File: src/rtl/sr_pkg.sv
package sr_pkg;
  localparam int BUS_W  = 8;
  localparam int ADDR_W = 2;
  localparam int DIV_W  = 4;

  localparam logic [ADDR_W-1:0] A_DATA = 2'd0;
  localparam logic [ADDR_W-1:0] A_STAT = 2'd1;
  localparam logic [ADDR_W-1:0] A_CTRL = 2'd2;

  localparam int ST_FULL_BIT = 0;
  localparam int ST_OVR_BIT  = 1;

  typedef struct packed {
    logic [DIV_W-1:0] div;
    logic             master;
    logic             ovr_ie;
    logic             rx_ie;
    logic             rx_en;
  } ctrl_t;

  typedef enum logic [1:0] {MC_IDLE, MC_LOW, MC_HIGH} mclk_st_t;
endpackage

File: src/rtl/sr_sync.sv
module sr_sync #(
  parameter int W      = 1,
  parameter int STAGES = 2,
  parameter logic [W-1:0] INIT = '0
) (
  input  logic         clk,
  input  logic         rst,
  input  logic [W-1:0] d,
  output logic [W-1:0] q
);
  logic [W-1:0] stg [STAGES];

  always_ff @(posedge clk) begin
    if (rst) begin
      for (int i = 0; i < STAGES; i++) stg[i] <= INIT;
    end else begin
      stg[0] <= d;
      for (int i = 1; i < STAGES; i++) stg[i] <= stg[i-1];
    end
  end

  assign q = stg[STAGES-1];
endmodule

File: src/rtl/sr_mclk.sv
module sr_mclk
  import sr_pkg::*;
#(
  parameter int FRAME_W = 8
) (
  input  logic             clk,
  input  logic             rst,
  input  logic             run,
  input  logic [DIV_W-1:0] div,
  output logic             sclk,
  output logic             rise
);
  localparam int CNT_W = DIV_W + 2;
  localparam int NB_W  = $clog2(FRAME_W + 1);

  mclk_st_t         st;
  logic [CNT_W-1:0] tick;
  logic [CNT_W-1:0] half_m1;
  logic [NB_W-1:0]  nbit;

  assign half_m1 = CNT_W'(div) + CNT_W'(2);

  always_ff @(posedge clk) begin
    if (rst || !run) begin
      st   <= MC_IDLE;
      sclk <= 1'b1;
      tick <= '0;
      nbit <= '0;
      rise <= 1'b0;
    end else begin
      rise <= 1'b0;
      case (st)
        MC_IDLE: begin
          sclk <= 1'b0;
          tick <= '0;
          nbit <= '0;
          st   <= MC_LOW;
        end
        MC_LOW: begin
          if (tick == half_m1) begin
            sclk <= 1'b1;
            rise <= 1'b1;
            tick <= '0;
            nbit <= nbit + 1'b1;
            st   <= MC_HIGH;
          end else begin
            tick <= tick + 1'b1;
          end
        end
        MC_HIGH: begin
          if (tick == half_m1) begin
            tick <= '0;
            if (nbit == NB_W'(FRAME_W)) begin
              st <= MC_IDLE;
            end else begin
              sclk <= 1'b0;
              st   <= MC_LOW;
            end
          end else begin
            tick <= tick + 1'b1;
          end
        end
        default: st <= MC_IDLE;
      endcase
    end
  end
endmodule

File: src/rtl/sr_frame.sv
module sr_frame #(
  parameter int FRAME_W = 8
) (
  input  logic               clk,
  input  logic               rst,
  input  logic               en,
  input  logic               smp,
  input  logic               bit_in,
  output logic               done,
  output logic [FRAME_W-1:0] word
);
  localparam int CNT_W = $clog2(FRAME_W);

  logic [CNT_W-1:0]   cnt;
  logic [FRAME_W-1:0] sh;

  always_ff @(posedge clk) begin
    if (rst || !en) begin
      cnt  <= '0;
      sh   <= '0;
      done <= 1'b0;
    end else begin
      done <= 1'b0;
      if (smp) begin
        sh <= {sh[FRAME_W-2:0], bit_in};
        if (cnt == CNT_W'(FRAME_W - 1)) begin
          cnt  <= '0;
          done <= 1'b1;
        end else begin
          cnt <= cnt + 1'b1;
        end
      end
    end
  end

  assign word = sh;
endmodule

File: src/rtl/sr_regs.sv
module sr_regs
  import sr_pkg::*;
#(
  parameter int FRAME_W = 8
) (
  input  logic               clk,
  input  logic               rst,
  input  logic               bus_wr,
  input  logic               bus_rd,
  input  logic [ADDR_W-1:0]  bus_addr,
  input  logic [BUS_W-1:0]   bus_wdata,
  output logic [BUS_W-1:0]   bus_rdata,
  input  logic               done,
  input  logic [FRAME_W-1:0] word,
  output ctrl_t              ctrl_q,
  output logic [FRAME_W-1:0] data_q,
  output logic               full_q,
  output logic               ovr_q,
  output logic               armed_q,
  output logic               data_rd,
  output logic               irq_rx,
  output logic               irq_ovr
);
  logic full_eff;
  logic stat_wr;
  logic [BUS_W-1:0] stat_word;

  assign data_rd   = bus_rd && (bus_addr == A_DATA);
  assign stat_wr   = bus_wr && (bus_addr == A_STAT);
  assign full_eff  = full_q && !data_rd;
  assign stat_word = BUS_W'({ovr_q, full_q});

  always_ff @(posedge clk) begin
    if (rst) begin
      ctrl_q    <= '0;
      data_q    <= '0;
      full_q    <= 1'b0;
      ovr_q     <= 1'b0;
      armed_q   <= 1'b0;
      bus_rdata <= '0;
      irq_rx    <= 1'b0;
      irq_ovr   <= 1'b0;
    end else begin
      if (bus_wr && (bus_addr == A_CTRL)) ctrl_q <= ctrl_t'(bus_wdata);

      if (!ctrl_q.rx_en)  armed_q <= 1'b0;
      else if (data_rd)   armed_q <= 1'b1;

      full_q <= full_eff;
      if (stat_wr && !bus_wdata[ST_OVR_BIT]) ovr_q <= 1'b0;

      if (done) begin
        if (full_eff) begin
          ovr_q <= 1'b1;
        end else begin
          data_q <= word;
          full_q <= 1'b1;
        end
      end

      if (bus_rd) begin
        case (bus_addr)
          A_DATA:  bus_rdata <= BUS_W'(data_q);
          A_STAT:  bus_rdata <= stat_word;
          A_CTRL:  bus_rdata <= BUS_W'(ctrl_q);
          default: bus_rdata <= '0;
        endcase
      end

      irq_rx  <= full_q && ctrl_q.rx_ie;
      irq_ovr <= ovr_q && ctrl_q.ovr_ie;
    end
  end
endmodule

File: src/rtl/sync_rx_unit.sv
module sync_rx_unit
  import sr_pkg::*;
#(
  parameter int FRAME_W     = 8,
  parameter int SYNC_STAGES = 2
) (
  input  logic              clk,
  input  logic              rst,
  input  logic              bus_wr,
  input  logic              bus_rd,
  input  logic [ADDR_W-1:0] bus_addr,
  input  logic [BUS_W-1:0]  bus_wdata,
  output logic [BUS_W-1:0]  bus_rdata,
  output logic              sclk_out,
  input  logic              sclk_in,
  input  logic              ss_n,
  input  logic              sdi,
  output logic              irq_rx,
  output logic              irq_ovr
);
  ctrl_t              ctrl_q;
  logic [FRAME_W-1:0] data_q;
  logic [FRAME_W-1:0] fr_word;
  logic               full_q, ovr_q, armed_q, data_rd;
  logic               fr_done, fr_en, fr_smp;
  logic               active, mode_master;
  logic               m_rise, s_rise;
  logic               sclk_s, ssn_s, sdi_s, sclk_d;

  sr_sync #(.W(2), .STAGES(SYNC_STAGES), .INIT(2'b11)) u_sync_ctl (
    .clk(clk), .rst(rst), .d({ss_n, sclk_in}), .q({ssn_s, sclk_s})
  );

  sr_sync #(.W(1), .STAGES(SYNC_STAGES), .INIT(1'b0)) u_sync_dat (
    .clk(clk), .rst(rst), .d(sdi), .q(sdi_s)
  );

  always_ff @(posedge clk) begin
    if (rst) sclk_d <= 1'b1;
    else     sclk_d <= sclk_s;
  end

  assign s_rise      = sclk_s && !sclk_d;
  assign mode_master = ctrl_q.master;
  assign active      = ctrl_q.rx_en && armed_q && !ovr_q;

  sr_mclk #(.FRAME_W(FRAME_W)) u_mclk (
    .clk(clk), .rst(rst), .run(active && mode_master), .div(ctrl_q.div),
    .sclk(sclk_out), .rise(m_rise)
  );

  assign fr_en  = mode_master ? active : (active && !ssn_s);
  assign fr_smp = mode_master ? m_rise : s_rise;

  sr_frame #(.FRAME_W(FRAME_W)) u_frame (
    .clk(clk), .rst(rst), .en(fr_en), .smp(fr_smp), .bit_in(sdi_s),
    .done(fr_done), .word(fr_word)
  );

  sr_regs #(.FRAME_W(FRAME_W)) u_regs (
    .clk(clk), .rst(rst),
    .bus_wr(bus_wr), .bus_rd(bus_rd), .bus_addr(bus_addr),
    .bus_wdata(bus_wdata), .bus_rdata(bus_rdata),
    .done(fr_done), .word(fr_word),
    .ctrl_q(ctrl_q), .data_q(data_q), .full_q(full_q), .ovr_q(ovr_q),
    .armed_q(armed_q), .data_rd(data_rd),
    .irq_rx(irq_rx), .irq_ovr(irq_ovr)
  );
endmodule

File: config.mk
export PLATFORM = sky130hd
export DESIGN_NAME = sync_rx_unit
export DESIGN_NICKNAME = d
export VERILOG_FILES = /design/src/rtl/sr_pkg.sv /design/src/rtl/sr_sync.sv /design/src/rtl/sr_mclk.sv /design/src/rtl/sr_frame.sv /design/src/rtl/sr_regs.sv /design/src/rtl/sync_rx_unit.sv
export SDC_FILE = /design/constraint.sdc
export NUM_CORES = 1
export LEC_CHECK = 0
export ABC_AREA = 1
export CAP_MARGIN = 20
export CORE_MARGIN = 3
export CORE_UTILIZATION = 25
export DETAILED_ROUTE_END_ITERATION = 10
export GPL_TIMING_DRIVEN = 0
export SETUP_SLACK_MARGIN = 0.1
export SYNTH_ARGS = -nofsm -noshare
export SYNTH_HDL_FRONTEND = slang
export SYNTH_SLANG_ARGS = --single-unit
File: constraint.sdc
create_clock -name clk -period 3.95 [get_ports clk]
set_input_delay 0.9875 -clock clk [delete_from_list [all_inputs] [get_ports clk]]
set_output_delay 0.9875 -clock clk [all_outputs]
set_load 0.005 [all_outputs]
==> impl_metrics.toml <==
[status]
status = "finished, final reports clean"

[global_routing]
grt_pass1_wl_mm = 10.2
grt_max_degree = 14
grt_use_total_pct = 10.3
grt_pass1_vias = 2187
gr-total-overflow = 0
grt_antenna_before_repair = 0

[flow_run]
maxCapViolations = 0

[logic_synthesis]
synthArstFlopShare_pct = 0
yosysMostFrequentCell = "dfxtp_1"
synthTopCellsByCount = "62 x dfxtp_1, 61 x nand2_1, 52 x inv_1"
synth_seq_area_share_pct = 45.0
syn_area_per_cell_um2 = 7.70
synthCells = 358
ys.flop_type = "dfxtp_1"
ys_types = 36
synthDominantCellAreaShare_pct = 45.0
ys_warn_count = 0
synthesis.area_mm2 = 0.00276
synth.net_count = 385
post-synth-top-area-cell = "dfxtp_1"
synth_edf_count = 0
synth-seq-cells = 62
yosys-top-cells-area = "dfxtp_1 45%, nand2_1 8.3%, a21oi_1 7.1%, inv_1 7.1%, o21ai_0 5.3%"

[detailed_routing]
dr.pass1.iters = 4
drtAntennaViolNets = 0
first_iter_violations = 94
wl_per_cell_um = 11.0
vias_per_cell = 4.36
dr_total_vias = 2338
drc = 0
wl_mm = 5.90

[worst_hold_path]
holdPathStages = 2
hold_class = "reg -> reg"
hp-start = "u_sync_dat.stg[0]"
holdPathEnd = "u_sync_dat.stg[1]"

[pwr]
p_leak_nw = 1.32
comb_power_share_pct = 5.1
ir_drop_mv = 0.163
swShare_pct = 24.8
powerDensity_mw_per_mm2 = 376
p_seq_share_pct = 49.9
pwr-share-clk_pct = 45.0
p_int_mw = 0.958
p_sw_mw = 0.316

[sta]
relSlewSlack_pct = 66.6
setup_viol = 0
clock.fmax_mhz = 454
tns_ps = 0
slew_viol_final = 0
finalWorstSetupSlack_ps = 1750
tightest_slew_ps = 502
fin_hold_ws_ps = 401
fin_skew_ps = 12.4
rsz0062_at_grt = "no"
period_share_pct = 55.8
period_minus_slack_ps = 2200
finalHoldViolCount = 0

[placement]
gp_congestion = 0.783
io_buffer_count = 26
dpl_worst_slack_ps = 1470
detailed_place_hpwl_mm = 4.50

[worst_setup_path]
r2r_slack_ps = 2280
reg2regPathDepth = 9
cp_data_arrival_time_ps = 1220
r2r_start = "u_regs.ctrl_q[5]"
crit_required_ps = 2960
crit_buf_inv = 1
slowest_delay_ps = 510
crit_chain = "clkdlybuf4s50_1"
slowest_stage = "clkdlybuf4s50_1"
crit_path_end_kind = "primary output"
cp-start-kind = "register"
path_delay_family = "buffers and inverters"
path_max_fanout = 2
timing.rr.end = "u_mclk.st[0]"
path_class = "reg -> out"

[final_layout]
fin_nets = 422
diodes = 0
nFillCells = 1123
synthToLayoutAreaGrowth_pct = 23.1
drive_gt1_share_pct = 13.0

[clock_network]
h-tree-depth = 3
cts-resized-gates = 0
cts_setup_buffers = 0
clkLatencyLatePin_ps = 360
cts-root-buf = "clkbuf_8"
hold_buffers = 0
cts_tree = "yes"
clkSinkCount = 62
path_clk_slew_ps = 80
cts_made_buffers = 9
clockBufferDepth = 2

[floorplanning]
ios = 28
die-area_mm2 = 0.0123
coreArea_mm2 = 0.0105
die-height_um = 111
initial_core_util_pct = 26.2
die_x_um = 111
rows = 37
==> registers in the layout, indices dropped and copies added (netlist names), 2 cells and up <==
name,cells
u_regs.ctrl_q,8
u_mclk.nbit,4
u_regs.data_q,8
u_mclk.st,2
u_mclk.tick,6
u_frame.word,8
u_sync_ctl.stg,4
u_sync_dat.stg,2
u_frame.cnt,3
u_regs.bus_rdata,8
==> routing by layer <==
metal | routed length (µm) | track usage [%] | part of all wire (%) | up-vias
met3 | 283 | 4.42 | 4.8 | 16
met4 | 211 | 5.58 | 3.6 | 0
met5 | 0 | 0 | 0 | -
met2 | 2460 | 14.2 | 42 | 41
li1 | - | - | - | 1249
met1 | 2950 | 13.3 | 50 | 1032
==> stage by stage <==
step                      util (%)  cell area (µm²)  power [mW]  cells
final                         32.3             3390        1.27    536
after global placement        30.3             3190       0.716    520
after floorplan                  -             2760       0.685    358
after CTS                     32.3             3390        1.29    536
after detailed placement      30.3             3190       0.716    520
after global routing          32.3             3390        1.33    536
==> logic make-up after synthesis <==
kind of cell	count (synthesis)	synth area share, %
xor gates and xnor gates	2	0.636
AOI/OAI and AO/OA	82	15.8
adders and majority gates	10	4.54
and+or+nand+nor	133	23.8
buffers and inverters	69	10.1
DFF	62	45.0
==> cells in the final DEF, fill, tap and decap left out, types with 2 or more instances in the layout <==
cell | netlist | layout
nand3_1 | 24 | 24
clkinv_4 | 0 | 3
dfxtp_1 | 62 | 62
clkdlybuf4s50_1 | 0 | 26
or2_2 | 7 | 7
inv_2 | 4 | 4
nor2_1 | 13 | 13
clkbuf_2 | 2 | 2
nand4_1 | 7 | 7
nand2_1 | 61 | 61
ha_1 | 10 | 10
xor2_1 | 2 | 2
a21oi_1 | 39 | 39
nor3_1 | 4 | 4
o221ai_1 | 2 | 2
clkbuf_8 | 0 | 9
inv_1 | 52 | 52
buf_2 | 5 | 5
nor2_4 | 3 | 3
o21ai_1 | 6 | 6
inv_6 | 0 | 2
clkbuf_1 | 2 | 2
nor2_2 | 2 | 2
nand2_2 | 6 | 6
o21ai_0 | 29 | 29
nand3_2 | 2 | 2
==> how the worst max path moves through the flow <==
stage,endpoint,slack [ps],start,cells after the start
2_1_floorplan,u_frame.cnt[0],2140,rst,6
3_3_place_gp,u_regs.ctrl_q[1],1480,bus_addr[1],7
3_5_place_dp,u_regs.ctrl_q[1],1470,bus_addr[1],7
4_1_cts,bus_rdata[7],1720,u_regs.bus_rdata[7],1
5_1_grt,u_regs.ctrl_q[1],1670,bus_addr[1],7
6_report,bus_rdata[7],1750,u_regs.bus_rdata[7],1
==> power groups by stage <==
stage                     sequential (mW)  combinational [mW]  clock, mW
after floorplan                     0.650              0.0351          0
after detailed placement            0.651              0.0649          0
after global routing                0.637              0.0734      0.617
final                               0.636              0.0647      0.573
after global placement              0.651              0.0650          0
after CTS                           0.636              0.0654      0.590
==> area by class of cell <==
cell class              count  area [µm²]  share of cell area (%)
repair buffers             26         260                    7.67
flip-flops and latches     62        1240                    36.6
well taps                 136         170                    5.02
multi-input cells         227        1240                    36.4
clock buffers               9         124                    3.65
plain buffers              12        65.1                    1.92
clock inverters             7        81.3                    2.40
inverters                  57         214                    6.31
Power figures use the tool's default switching activity.
